--- config.mk ---
export PLATFORM = sky130hd
export DESIGN_NAME = cmd_ring_ctrl
export DESIGN_NICKNAME = d
export VERILOG_FILES = /design/src/rtl/cmd_ring_pkg.sv /design/src/rtl/cmd_ring_step.sv /design/src/rtl/cmd_ring_view.sv /design/src/rtl/cmd_ring_flags.sv /design/src/rtl/cmd_ring_ctrl.sv
export SDC_FILE = /design/constraint.sdc
export NUM_CORES = 1
export LEC_CHECK = 0
export BUFFER_PORTS_ARGS = -buffer_cell sky130_fd_sc_hd__buf_2
export CAP_MARGIN = 25
export CORE_AREA = 3 3 208 210
export DETAILED_ROUTE_END_ITERATION = 10
export DIE_AREA = 0 0 211 213
export HOLD_SLACK_MARGIN = 0.08
export SLEW_MARGIN = 20
export SYNTH_ARGS = -nofsm -noshare
export SYNTH_HDL_FRONTEND = slang
export SYNTH_SLANG_ARGS = --single-unit
--- constraint.sdc ---
create_clock -name clk -period 8.6 [get_ports clk]
set_input_delay 0.43 -clock clk [delete_from_list [all_inputs] [get_ports clk]]
set_output_delay 0.43 -clock clk [all_outputs]
set_load 0.02 [all_outputs]
--- src/rtl/cmd_ring_pkg.sv ---
package cmd_ring_pkg;
  localparam int LINE_BYTES = 32;
  localparam int NUM_WORDS  = 8;
  localparam int REG_AW     = 5;
  localparam int CTRL_W     = 6;
  localparam int STAT_W     = 5;

  localparam int IDX_START = 0;
  localparam int IDX_END   = 1;
  localparam int IDX_HITH  = 2;
  localparam int IDX_LOTH  = 3;
  localparam int IDX_WPOS  = 4;
  localparam int IDX_RPOS  = 5;
  localparam int IDX_PEND  = 6;
  localparam int IDX_BKPT  = 7;

  localparam logic [REG_AW-1:0] ADDR_CTRL = REG_AW'(2 * NUM_WORDS);
  localparam logic [REG_AW-1:0] ADDR_STAT = REG_AW'(2 * NUM_WORDS + 1);

  // control word, bit 0 first from the right
  typedef struct packed {
    logic hit_ie;   // 5
    logic link_en;  // 4
    logic under_ie; // 3
    logic over_ie;  // 2
    logic bp_en;    // 1
    logic rd_en;    // 0
  } ctrl_t;

  typedef struct packed {
    logic hit;      // 4
    logic cmd_idle; // 3
    logic rd_idle;  // 2
    logic under;    // 1
    logic over;     // 0
  } stat_t;
endpackage

--- src/rtl/cmd_ring_step.sv ---
module cmd_ring_step #(
  parameter int AW   = 32,
  parameter int STEP = 32
) (
  input  logic [AW-1:0] cur,
  input  logic [AW-1:0] ring_lo,
  input  logic [AW-1:0] ring_hi,
  output logic [AW-1:0] nxt
);
  // advance one line, folding back to the ring start at the end address
  assign nxt = (cur == ring_hi) ? ring_lo : cur + AW'(STEP);
endmodule

--- src/rtl/cmd_ring_view.sv ---
module cmd_ring_view #(
  parameter int AW   = 32,
  parameter int STEP = 32
) (
  input  logic [AW-1:0] wpos,
  input  logic [AW-1:0] rpos,
  input  logic [AW-1:0] ring_lo,
  input  logic [AW-1:0] ring_hi,
  output logic [AW-1:0] span
);
  logic [AW-1:0] direct_span;
  logic [AW-1:0] folded_span;

  assign direct_span = wpos - rpos;
  assign folded_span = (ring_hi - rpos) + (wpos - ring_lo) + AW'(STEP);
  assign span        = (wpos >= rpos) ? direct_span : folded_span;
endmodule

--- src/rtl/cmd_ring_flags.sv ---
module cmd_ring_flags
  import cmd_ring_pkg::*;
#(
  parameter int AW = 32
) (
  input  ctrl_t         ctrl,
  input  logic [AW-1:0] pend,
  input  logic [AW-1:0] hi_th,
  input  logic [AW-1:0] lo_th,
  input  logic [AW-1:0] bkpt,
  input  logic [AW-1:0] rpos,
  input  logic [AW-1:0] wpos,
  output stat_t         stat,
  output logic          irq
);
  logic empty;

  assign empty         = (pend == '0);
  assign stat.over     = pend > hi_th;
  assign stat.under    = pend < lo_th;
  assign stat.hit      = ctrl.bp_en && (bkpt == rpos);
  assign stat.rd_idle  = empty || (rpos == wpos);
  assign stat.cmd_idle = empty || stat.hit || !ctrl.rd_en;

  assign irq = ctrl.rd_en && ((stat.hit   && ctrl.hit_ie)  ||
                              (stat.over  && ctrl.over_ie) ||
                              (stat.under && ctrl.under_ie));
endmodule

--- src/rtl/cmd_ring_ctrl.sv ---
module cmd_ring_ctrl
  import cmd_ring_pkg::*;
#(
  parameter int ADDR_W    = 32,
  parameter bit WIDE_ADDR = 1'b0
) (
  input  logic                         clk,
  input  logic                         rst_n,
  input  logic                         reg_we,
  input  logic [cmd_ring_pkg::REG_AW-1:0] reg_addr,
  input  logic [ADDR_W/2-1:0]          reg_wdata,
  output logic [ADDR_W/2-1:0]          reg_rdata,
  input  logic                         line_wr,
  input  logic                         line_done,
  output logic                         irq
);
  localparam int HALF_W = ADDR_W / 2;
  localparam int IDX_W  = $clog2(NUM_WORDS);
  localparam logic [HALF_W-1:0] LO_MASK = HALF_W'(~(LINE_BYTES - 1));
  localparam logic [HALF_W-1:0] HI_MASK = WIDE_ADDR ? HALF_W'(16'h1FFF) : HALF_W'(16'h03FF);

  logic [ADDR_W-1:0]    word_q   [NUM_WORDS];
  logic [ADDR_W-1:0]    word_nxt [NUM_WORDS];
  logic [NUM_WORDS-1:0] word_upd;
  ctrl_t                ctrl_q;
  stat_t                stat;

  logic [ADDR_W-1:0] start_q, end_q, wpos_q, rpos_q, pend_q;
  logic [ADDR_W-1:0] wpos_adv, rpos_adv, pend_view;
  logic              accept;

  assign start_q = word_q[IDX_START];
  assign end_q   = word_q[IDX_END];
  assign wpos_q  = word_q[IDX_WPOS];
  assign rpos_q  = word_q[IDX_RPOS];
  assign pend_q  = word_q[IDX_PEND];
  assign accept  = line_wr && ctrl_q.link_en;

  cmd_ring_step #(.AW(ADDR_W), .STEP(LINE_BYTES)) u_wstep (
    .cur(wpos_q), .ring_lo(start_q), .ring_hi(end_q), .nxt(wpos_adv));

  cmd_ring_step #(.AW(ADDR_W), .STEP(LINE_BYTES)) u_rstep (
    .cur(rpos_q), .ring_lo(start_q), .ring_hi(end_q), .nxt(rpos_adv));

  cmd_ring_view #(.AW(ADDR_W), .STEP(LINE_BYTES)) u_view (
    .wpos(wpos_q), .rpos(rpos_q), .ring_lo(start_q), .ring_hi(end_q), .span(pend_view));

  cmd_ring_flags #(.AW(ADDR_W)) u_flags (
    .ctrl(ctrl_q), .pend(pend_q), .hi_th(word_q[IDX_HITH]), .lo_th(word_q[IDX_LOTH]),
    .bkpt(word_q[IDX_BKPT]), .rpos(rpos_q), .wpos(wpos_q), .stat(stat), .irq(irq));

  // strobe-driven updates
  always_comb begin
    for (int i = 0; i < NUM_WORDS; i++) word_nxt[i] = word_q[i];
    word_upd = '0;
    word_nxt[IDX_WPOS] = wpos_adv;
    word_upd[IDX_WPOS] = accept;
    word_nxt[IDX_RPOS] = rpos_adv;
    word_upd[IDX_RPOS] = line_done;
    word_nxt[IDX_PEND] = accept ? pend_q + ADDR_W'(LINE_BYTES) : pend_q - ADDR_W'(LINE_BYTES);
    word_upd[IDX_PEND] = accept ^ line_done;
  end

  // register writes win over strobe updates of the same word
  always_ff @(posedge clk or negedge rst_n) begin
    if (!rst_n) begin
      for (int i = 0; i < NUM_WORDS; i++) word_q[i] <= '0;
      ctrl_q <= '0;
    end else begin
      for (int i = 0; i < NUM_WORDS; i++) begin
        if (reg_we && reg_addr == REG_AW'(2 * i))
          word_q[i][HALF_W-1:0] <= reg_wdata & LO_MASK;
        else if (reg_we && reg_addr == REG_AW'(2 * i + 1))
          word_q[i][ADDR_W-1:HALF_W] <= reg_wdata & HI_MASK;
        else if (word_upd[i])
          word_q[i] <= word_nxt[i];
      end
      if (reg_we && reg_addr == ADDR_CTRL) ctrl_q <= ctrl_t'(reg_wdata[CTRL_W-1:0]);
    end
  end

  // read mux
  logic [IDX_W-1:0]  rd_idx;
  logic [ADDR_W-1:0] rd_word;

  assign rd_idx  = reg_addr[IDX_W:1];
  assign rd_word = (int'(rd_idx) == IDX_PEND) ? pend_view : word_q[rd_idx];

  always_comb begin
    reg_rdata = '0;
    if (reg_addr < ADDR_CTRL)
      reg_rdata = reg_addr[0] ? rd_word[ADDR_W-1:HALF_W] : rd_word[HALF_W-1:0];
    else if (reg_addr == ADDR_CTRL)
      reg_rdata = HALF_W'(ctrl_q);
    else if (reg_addr == ADDR_STAT)
      reg_rdata = HALF_W'(stat);
  end
endmodule

Yosys cells after proc, flatten, opt, wreduce, memory -nomap -nowiden
Cells that the tools add are included.
Cells by class
  add/subtract/negate cells: 9
  multiply operators: 0
  divide/modulo/power cells: 0
  $lt $le $gt $ge: 5
  equal/unequal tests: 25
  shifts and indexed selects: 0
  multiplexer cells: 24
  bitwise gates (word level): 10
  reduce and logical (&&, ||, !) cells: 48
Operators with widths (number)
  $mux W32: 10
  $mux W16: 12
  $add A32 B6 Y32 const B: 4
  $bmux W32 S3: 1
  $eq A32 B26 Y1: 2
  $eq A5 B4 Y1 const B: 8
  $add A32 B32 Y32: 1
  $eq A26 B32 Y1: 1
  $eq A32 B32 Y1: 1
  $ge A32 B32 Y1: 1
  $gt A32 B26 Y1: 1
  $logic_not A32 Y1: 1
  $lt A32 B26 Y1: 1
  $sub A26 B32 Y32: 1
  $sub A32 B26 Y32: 1
  $sub A32 B32 Y32: 1
  $sub A32 B6 Y32 const B: 1
  $logic_and A1 B1 Y1: 23
  $reduce_and A2 Y1: 11
  $eq A5 B3 Y1 const B: 4
  $reduce_bool A2 Y1: 6
  $eq A5 B2 Y1 const B: 2
  $eq A5 B5 Y1 const B: 2
  $not A1 Y1: 8
  other kinds (11): 17
Word-level totals
  bits in registers: 207
  bits in latches: 0
  memory bits (writable): 0
  memory bits (read-only): 0
  input bits: 26
  output and inout bits: 17
  memories: 0

Logic depth before layout (Yosys ltp)
Gate-level depths: netlist (run 1).
  word-level depth: 7
  depth in mapped cells: 17
  gate-level depth less buffers: 16

By module
A second synthesis (run 1) with hierarchy kept.
Second synthesis, totals
  cells, all modules: 2389
  area, all modules: 22330.2 µm²
By module, submodules not included
  cmd_ring_ctrl: instances 1, cells an instance 999, area each 11428.5 µm²
  cmd_ring_view: instances 1, cells an instance 739, area each 5915.7 µm²
  cmd_ring_step: instances 2, cells an instance 160, area each 1277.5 µm²
  cmd_ring_flags: instances 1, cells an instance 331, area each 2431.1 µm²

Least setup slack after synthesis (run 1)
OpenSTA, ideal clock, no wires.
  kind: reg-to-output
  start point: reg word_q (netlist bit end_q[6])
  end point: out reg_rdata[9]
  arrival: 4135 ps
  required time: 8170 ps
  slack: 4035 ps
  cell stages (with the launch flop): 17
  cell sequence: dfrtp_1 inv_1 fa_1 inv_1 fa_1 ha_1 ha_1 ha_1 a211o_1 o211ai_1 a31o_1 o31ai_1 a211o_1 xnor2_1 nand2_1 o21ai_0 o31ai_1
Between the ends
  word-level cells in the longest chain between the ends: 7
Ends and longest elaborated chain
  start: declaration: line cmd_ring_ctrl.sv:22  | logic [ADDR_W-1:0] word_q [NUM_WORDS];
  start signal: indexed assignment: line cmd_ring_ctrl.sv:72  | word_q[i][HALF_W-1:0] <= reg_wdata & LO_MASK;
  start signal: indexed assignment: line cmd_ring_ctrl.sv:74  | word_q[i][ADDR_W-1:HALF_W] <= reg_wdata & HI_MASK;
  start signal: indexed assignment: line cmd_ring_ctrl.sv:76  | word_q[i] <= word_nxt[i];
  $sub A26 B32 Y32: line cmd_ring_view.sv:15  | assign folded_span = (ring_hi - rpos) + (wpos - ring_lo) + AW'(STEP);
  $add A32 B32 Y32: line cmd_ring_view.sv:15
  $add A32 B6 Y32: line cmd_ring_view.sv:15
  $mux W32: line cmd_ring_view.sv:16  | assign span = (wpos >= rpos) ? direct_span : folded_span;
  $mux W32: line cmd_ring_ctrl.sv:87  | assign rd_word = (int'(rd_idx) == IDX_PEND) ? pend_view : word_q[rd_idx];
  $mux W16: line cmd_ring_ctrl.sv:92  | reg_rdata = reg_addr[0] ? rd_word[ADDR_W-1:HALF_W] : rd_word[HALF_W-1:0];
  $mux W16: line cmd_ring_ctrl.sv:91  | if (reg_addr < ADDR_CTRL)
  end: declaration: line cmd_ring_ctrl.sv:12  | output logic [ADDR_W/2-1:0] reg_rdata,
No other way between the ends.

Worst setup path after layout (run 1)
  start point: reg word_q (netlist bit end_q[10])
  end point: out reg_rdata[4]
The elaborated chain is that of the path after synthesis.

==> results of run 1 <==
-- cell type report --
| cell class | count | area, um^2 |
|---|---|---|
| well taps | 539 | 674 |
| flip-flops and latches | 192 | 4800 |
| clock buffers | 21 | 470 |
| inverters | 173 | 649 |
| fillers | 4067 | 21800 |
| multi-input cells | 1745 | 12800 |
| diodes | 1 | 2.50 |
| repair buffers | 71 | 475 |
| clock inverters | 11 | 119 |
-- logic make-up after synthesis --
kind of cell / synth area share, %
AND/OR/NAND/NOR: 14.9
buffers and inverters: 6.17
AO/OA/AOI/OAI: 21.4
other: 0.0402
XOR/XNOR: 7.65
adder cells (fa/ha/maj): 15.7
multiplexers: 8.52
flip-flops: 25.7
-- state kept, by name (all words and copies together) (netlist names) --
register	cells
end_q	21
wpos_q	27
word_nxt	63
ctrl_q	6
rpos_q	27
start_q	21
pend_q	27
-- power by group through the flow --
stage | clock network, uW | logic (uW) | registers (uW)
2_1_floorplan | 0 | 4270 | 1370
3_3_place_gp | 0 | 5450 | 1590
3_5_place_dp | 0 | 5460 | 1600
4_1_cts | 841 | 5520 | 1580
5_1_grt | 873 | 6270 | 1630
6_report | 821 | 5620 | 1600
-- how the worst max path moves through the flow --
| stage | from | end | slack (ns) | depth (start not counted) |
|---|---|---|---|---|
| after floorplan | end_q[6] | reg_rdata[9] | 4.04 | 16 |
| after global placement | end_q[10] | reg_rdata[4] | 3.55 | 16 |
| after detailed placement | end_q[10] | reg_rdata[4] | 3.53 | 16 |
| after CTS | end_q[10] | reg_rdata[4] | 2.95 | 16 |
| after global routing | end_q[10] | reg_rdata[4] | 2.61 | 16 |
| final | end_q[10] | reg_rdata[4] | 2.86 | 16 |
-- per-layer routing --
| layer | routed length (um) | track usage (%) | vias to the layer above | share of wire [%] |
|---|---|---|---|---|
| met5 | 13 | 0 | - | 0.020 |
| met4 | 2210 | 11.0 | 2 | 3.3 |
| met3 | 4620 | 4.79 | 106 | 6.9 |
| met2 | 29700 | 47.0 | 668 | 45 |
| met1 | 29900 | 41.9 | 8392 | 45 |
| li1 | - | - | 7890 | - |
-- per-stage QoR --
stage          setup slack (ns)  area, um^2
5_1_grt                    2.61       20000
6_report                   2.86       20000
2_1_floorplan              4.04       18700
3_3_place_gp               3.55       19300
3_5_place_dp               3.53       19300
4_1_cts                    2.95       19900
-- worst max-delay path: cells and delay by family, from the launching register on --
| family | cells | cell delay [ns] |
|---|---|---|
| compound gates | 5 | 1.38 |
| fa+ha+maj | 4 | 1.69 |
| buf+inv | 3 | 0.34 |
| flops | 1 | 0.46 |
| simple gates | 4 | 0.94 |
-- cell usage in the layout (no fill, tap or decap), types with 7 or more instances in the layout --
cell type	instances
mux4_2	12
or2_2	10
nor3_1	25
a21o_1	44
dfrtp_1	192
a211o_1	8
o221ai_1	9
o211ai_1	20
conb_1	7
o21a_1	13
and3_1	19
buf_2	41
buf_4	25
mux2_2	95
inv_1	171
a21oi_1	174
o22ai_1	35
clkbuf_16	17
o31ai_1	8
xor2_1	72
ha_1	160
nand4_1	30
a211oi_1	48
nand2_1	190
fa_1	46
nor2b_1	17
mux2i_1	25
o21bai_1	10
a31oi_1	27
nand2b_1	13
nor2_1	188
o21ai_0	149
nor4_1	27
nand3_1	51
o21ai_1	15
xnor2_1	91
==> impl_metrics.ini, run 1 <==
[yosys]
synth_cell_types = 83
synth_common_cells = dfrtp_1 (192), nand2_1 (190), nor2_1 (189)
synth_top_area_share_pct = 25.7
async_reset_ff_share_pct = 100
netlist_instances = 2227
yosysWarnings = 0
synth_area_um2 = 18700
yosys.cell_count.top_type = dfrtp_1
syn_area_per_cell_um2 = 8.38
yosysSeqAreaShare_pct = 25.7
ys_seq_elements = 192
synth-main-ff-cell = dfrtp_1
synth_edf_count = 0
synth.largest_area_cell = dfrtp_1
synth.area.top_cells = dfrtp_1 (26%), ha_1 (11%), mux2_2 (5.7%), fa_1 (4.9%), a21oi_1 (4.7%)

[floorplanning]
pin_count = 43
die_area_um2 = 44900
coreArea_um2 = 41800
dieWidth_um = 211
die_y_um = 213
start_util_pct = 44.7
row_count = 75

[placement]
hpwl_mm = 50.6
finalWeightedCongestion = 0.984
port_buffers = 42
dpl.cell_count = 2716

[pwr]
clock_power_share_pct = 10.2
p_comb_share_pct = 69.9
power.density_nw_per_um2 = 403
peakVddDrop_v = 0.000219
power_uw = 8030
p_sw_uw = 4150
swShare_pct = 51.6
p_leak_uw = 0.00889
internal-power_uw = 3890
pwr-share-seq_pct = 19.9

[finish]
stdcell_count = 2753
drive_gt1_share_pct = 11.0
synthToLayoutAreaGrowth_pct = 6.88
nets = 2432
final_util_pct = 47.8

[worst_setup_path]
cp_max_fo = 7
slowest_delay_ns = 0.51
slowest_stage = fa_1
critPathCaptureType = output port
r2r-start = ctrl_q[4]
r2r_cells = 11
cp-start-kind = flip-flop
r2r_end = pend_q[25]
required_ns = 8.17
reg2reg_slack_ns = 5.07
worstPathArrival_ns = 5.31
critPathKind = flip-flop to output port
crit_chain = inv_1 -> fa_1 -> inv_1 -> fa_1 -> ha_1 -> ha_1 -> a21o_1 -> a311o_1 -> o311ai_1 -> a21oi_1 -> nand2_1 -> nor3b_1 -> a211oi_1 -> or3_1 -> nand3_1 -> buf_2

[timing]
setup_viol = 0
fin_crit_sh_pct = 66.7
maxSlewHeadroom_pct = 38.3
tns_ns = 0
slew_violations = 0
worst_pin_slew_ns = 0.923
finClkSkew_ns = 0.0144
hold_ws_ns = 0.261
hold_violations = 0
rsz0062_at_grt = false
fin_crit_ns = 5.74
fmax_mhz = 174

[clock_tree]
cts_buffers = 17
h-tree-depth = 4
cts_setup_buffers = 0
cts_num_sinks = 192
cts_tree = done
clk_pin_slew_ns = 0.08
insertion_delay_ns = 0.48
max-clock-path-buffers = 2
ctsHoldBuffers = 1
cts-root-buf = clkbuf_16
cts_resized = 0

[min_path]
min_to = word_nxt[10]
whs_path_depth = 2
hold_path.startpoint = reg_wdata[10]
hold_path_class = primary input to flip-flop

[detailed_routing]
vias_per_cell = 6.20
first_pass_iters = 5
antenna_left = 0
drc = 0
drt_iter0_drc = 1470
via_count = 17100
finalWirelength_mm = 66.5
post_drt_wl_per_cell_um = 24.2

[global_route]
antenna_found_initial = 3
grt_util_all_layers_pct = 29.9
grt_overflow = 0
grt_pass1_vias = 16500
grt_start_max_net_pins = 77
grt_pass1_wl_mm = 102

[outcome]
status = completed

[run]
maxCapViolCount = 0
Power figures use the tool's default switching activity.
==> run 2, diff against run 1 <==
==> constraint.sdc (replaced) <==
create_clock -name clk -period 5.7 [get_ports clk]
set_input_delay 0.285 -clock clk [delete_from_list [all_inputs] [get_ports clk]]
set_output_delay 0.285 -clock clk [all_outputs]
set_load 0.02 [all_outputs]
==> impl_metrics.ini, run 2 (synthesized netlist as in run 1, its figures left out) <==
[min_path]
whs_path_depth = 3
min_to = pend_q[10]
hold_path_class = primary input to flip-flop
hold_path.startpoint = reg_wdata[10]

[finish]
nFillCells = 4103
seqCellArea_um2 = 4800
antenna_cells = 0
drive_gt1_share_pct = 11.0
multiInputGateArea_um2 = 12700
final_cell_mix = dfrtp_1 (192), nand2_1 (190), nor2_1 (189)
final_util_pct = 47.8
synthToLayoutAreaGrowth_pct = 6.88
largest_reg_flops = 63
final_common_cell = dfrtp_1
nets = 2435

[worst_setup_path]
cp-start-kind = flip-flop
slowest_stage = a311oi_1
critPathCaptureType = output port
reg2reg_slack_ns = 1.87
cp_max_fo = 10
crit_family = adder cells
required_ns = 5.41
critPathKind = flip-flop to output port
worstPathArrival_ns = 5.30
crit_chain = fa_1 -> inv_1 -> fa_1 -> ha_1 -> ha_1 -> or2_2 -> o311a_1 -> o31a_1 -> o21ai_0 -> a32oi_1 -> xnor2_1 -> nand2_1 -> a311oi_1 -> a221o_1 -> buf_2
r2r-start = ctrl_q[4]
slowest_delay_ns = 0.67
critPathBufInv = 2
r2r_end = pend_q[25]
r2r_cells = 11

[floorplanning]
pin_count = 43
coreArea_um2 = 41800
die_y_um = 213
dieWidth_um = 211
row_count = 75
die_area_um2 = 44900
start_util_pct = 44.7

[placement]
hpwl_mm = 50.4
port_buffers = 42
finalWeightedCongestion = 0.989

[timing]
slew_violations = 0
hold_violations = 0
maxSlewHeadroom_pct = 29.4
fin_crit_sh_pct = 98.0
finClkSkew_ns = 0.0154
tns_ns = 0
rsz0062_at_grt = false
fin_crit_ns = 5.59
setup_viol = 0
worst_pin_slew_ns = 1.06
fmax_mhz = 179

[pwr]
power.density_nw_per_um2 = 611
p_sw_uw = 6280
power_uw = 12200
peakVddDrop_v = 0.000386
p_comb_share_pct = 69.8
clock_power_share_pct = 10.5
p_leak_uw = 0.00890
pwr-share-seq_pct = 19.6
internal-power_uw = 5910
swShare_pct = 51.5

[detailed_routing]
drc = 0
antenna_left = 0
drt_iter0_drc = 1724
vias_per_cell = 6.19
via_count = 17100
first_pass_iters = 7
post_drt_wl_per_cell_um = 23.8
finalWirelength_mm = 65.6

[clock_tree]
insertion_delay_ns = 0.48
clk_pin_slew_ns = 0.08
cts_num_sinks = 192
cts_setup_buffers = 0
h-tree-depth = 4
cts-root-buf = clkbuf_16
cts_tree = done
max-clock-path-buffers = 2
cts_buffers = 17

[outcome]
status = completed

[global_route]
antenna_found_initial = 4
grt_util_all_layers_pct = 29.4
grt_overflow = 0
grt_start_max_net_pins = 105
grt_pass1_vias = 16300
grt_pass1_wl_mm = 100

[run]
maxCapViolCount = 0
[run 2: changes by cell type in the layout (fill, tap and decap cells not counted), sizes merged]
cell      delta
clkinvlp     -1
inv          +1
buf          +3
bufinv       +1
clkbuf       -1
diode        -1
[run 2: routing by layer]
metal / global-route usage, % / up-vias / share of wire, %
met1: 39.4 / 8296 / 43
li1: - / 7888 / -
met3: 7.80 / 150 / 9.1
met5: 0 / - / 0.072
met4: 12.5 / 6 / 4.4
met2: 45.1 / 726 / 44
[run 2: through the flow]
stage / instance area (um^2) / hold WS (ns) / std cells / setup WS, ns
6_report: 20000 / 0.123 / 2755 / 0.112
4_1_cts: 19900 / 0.103 / 2755 / 0.257
3_3_place_gp: 19300 / 0.466 / 2719 / 0.847
2_1_floorplan: 18700 / -0.0106 / 2232 / 1.28
3_5_place_dp: 19300 / 0.472 / 2722 / 0.804
5_1_grt: 20000 / 0.126 / 2755 / 0.000821
[run 2: area by class of cell]
cell class,instances,share of cell area [%]
Sequential cell,192,24.1
Clock buffer,20,2.29
Clock inverter,12,0.721
Timing Repair Buffer,74,2.37
Tap cell,539,3.38
Multi-Input combinational cell,1745,63.9
Inverter,173,3.25
[run 2: repair_timing]
action / 4_1_cts / 5_1_grt
gates resized for setup: 0 / 1
endpoints found under the setup margin: 0 / 1
hold buffers: 1 / 0
endpoints found under the hold margin: 102 / 0
[run 2: worst reg2reg max path, delay by kind of cell (launching register included)]
kind / cells / cell delay (ns)
buffers and inverters: 1 / 0.34
AO/OA/AOI/OAI: 7 / 1.93
AND/OR/NAND/NOR: 1 / 0.43
XOR/XNOR: 1 / 0.18
flip-flops: 1 / 0.39
adder cells (fa/ha/maj): 1 / 0.44
[run 2: worst max-delay path by stage]
stage,cells past startpoint,to,start,slack (ns)
2_1_floorplan,16,reg_rdata[9],end_q[6],1.28
3_3_place_gp,16,reg_rdata[4],end_q[10],0.85
3_5_place_dp,16,reg_rdata[4],end_q[10],0.80
4_1_cts,15,reg_rdata[2],rpos_q[7],0.26
5_1_grt,15,reg_rdata[2],rpos_q[7],0.0008
6_report,15,reg_rdata[2],rpos_q[7],0.11
[run 2: power groups by stage]
stage	clock network (uW)	registers [uW]	logic, uW
2_1_floorplan	0	2060	6440
3_3_place_gp	0	2380	8210
3_5_place_dp	0	2400	8260
4_1_cts	1310	2370	8350
5_1_grt	1360	2440	9410
6_report	1280	2400	8510
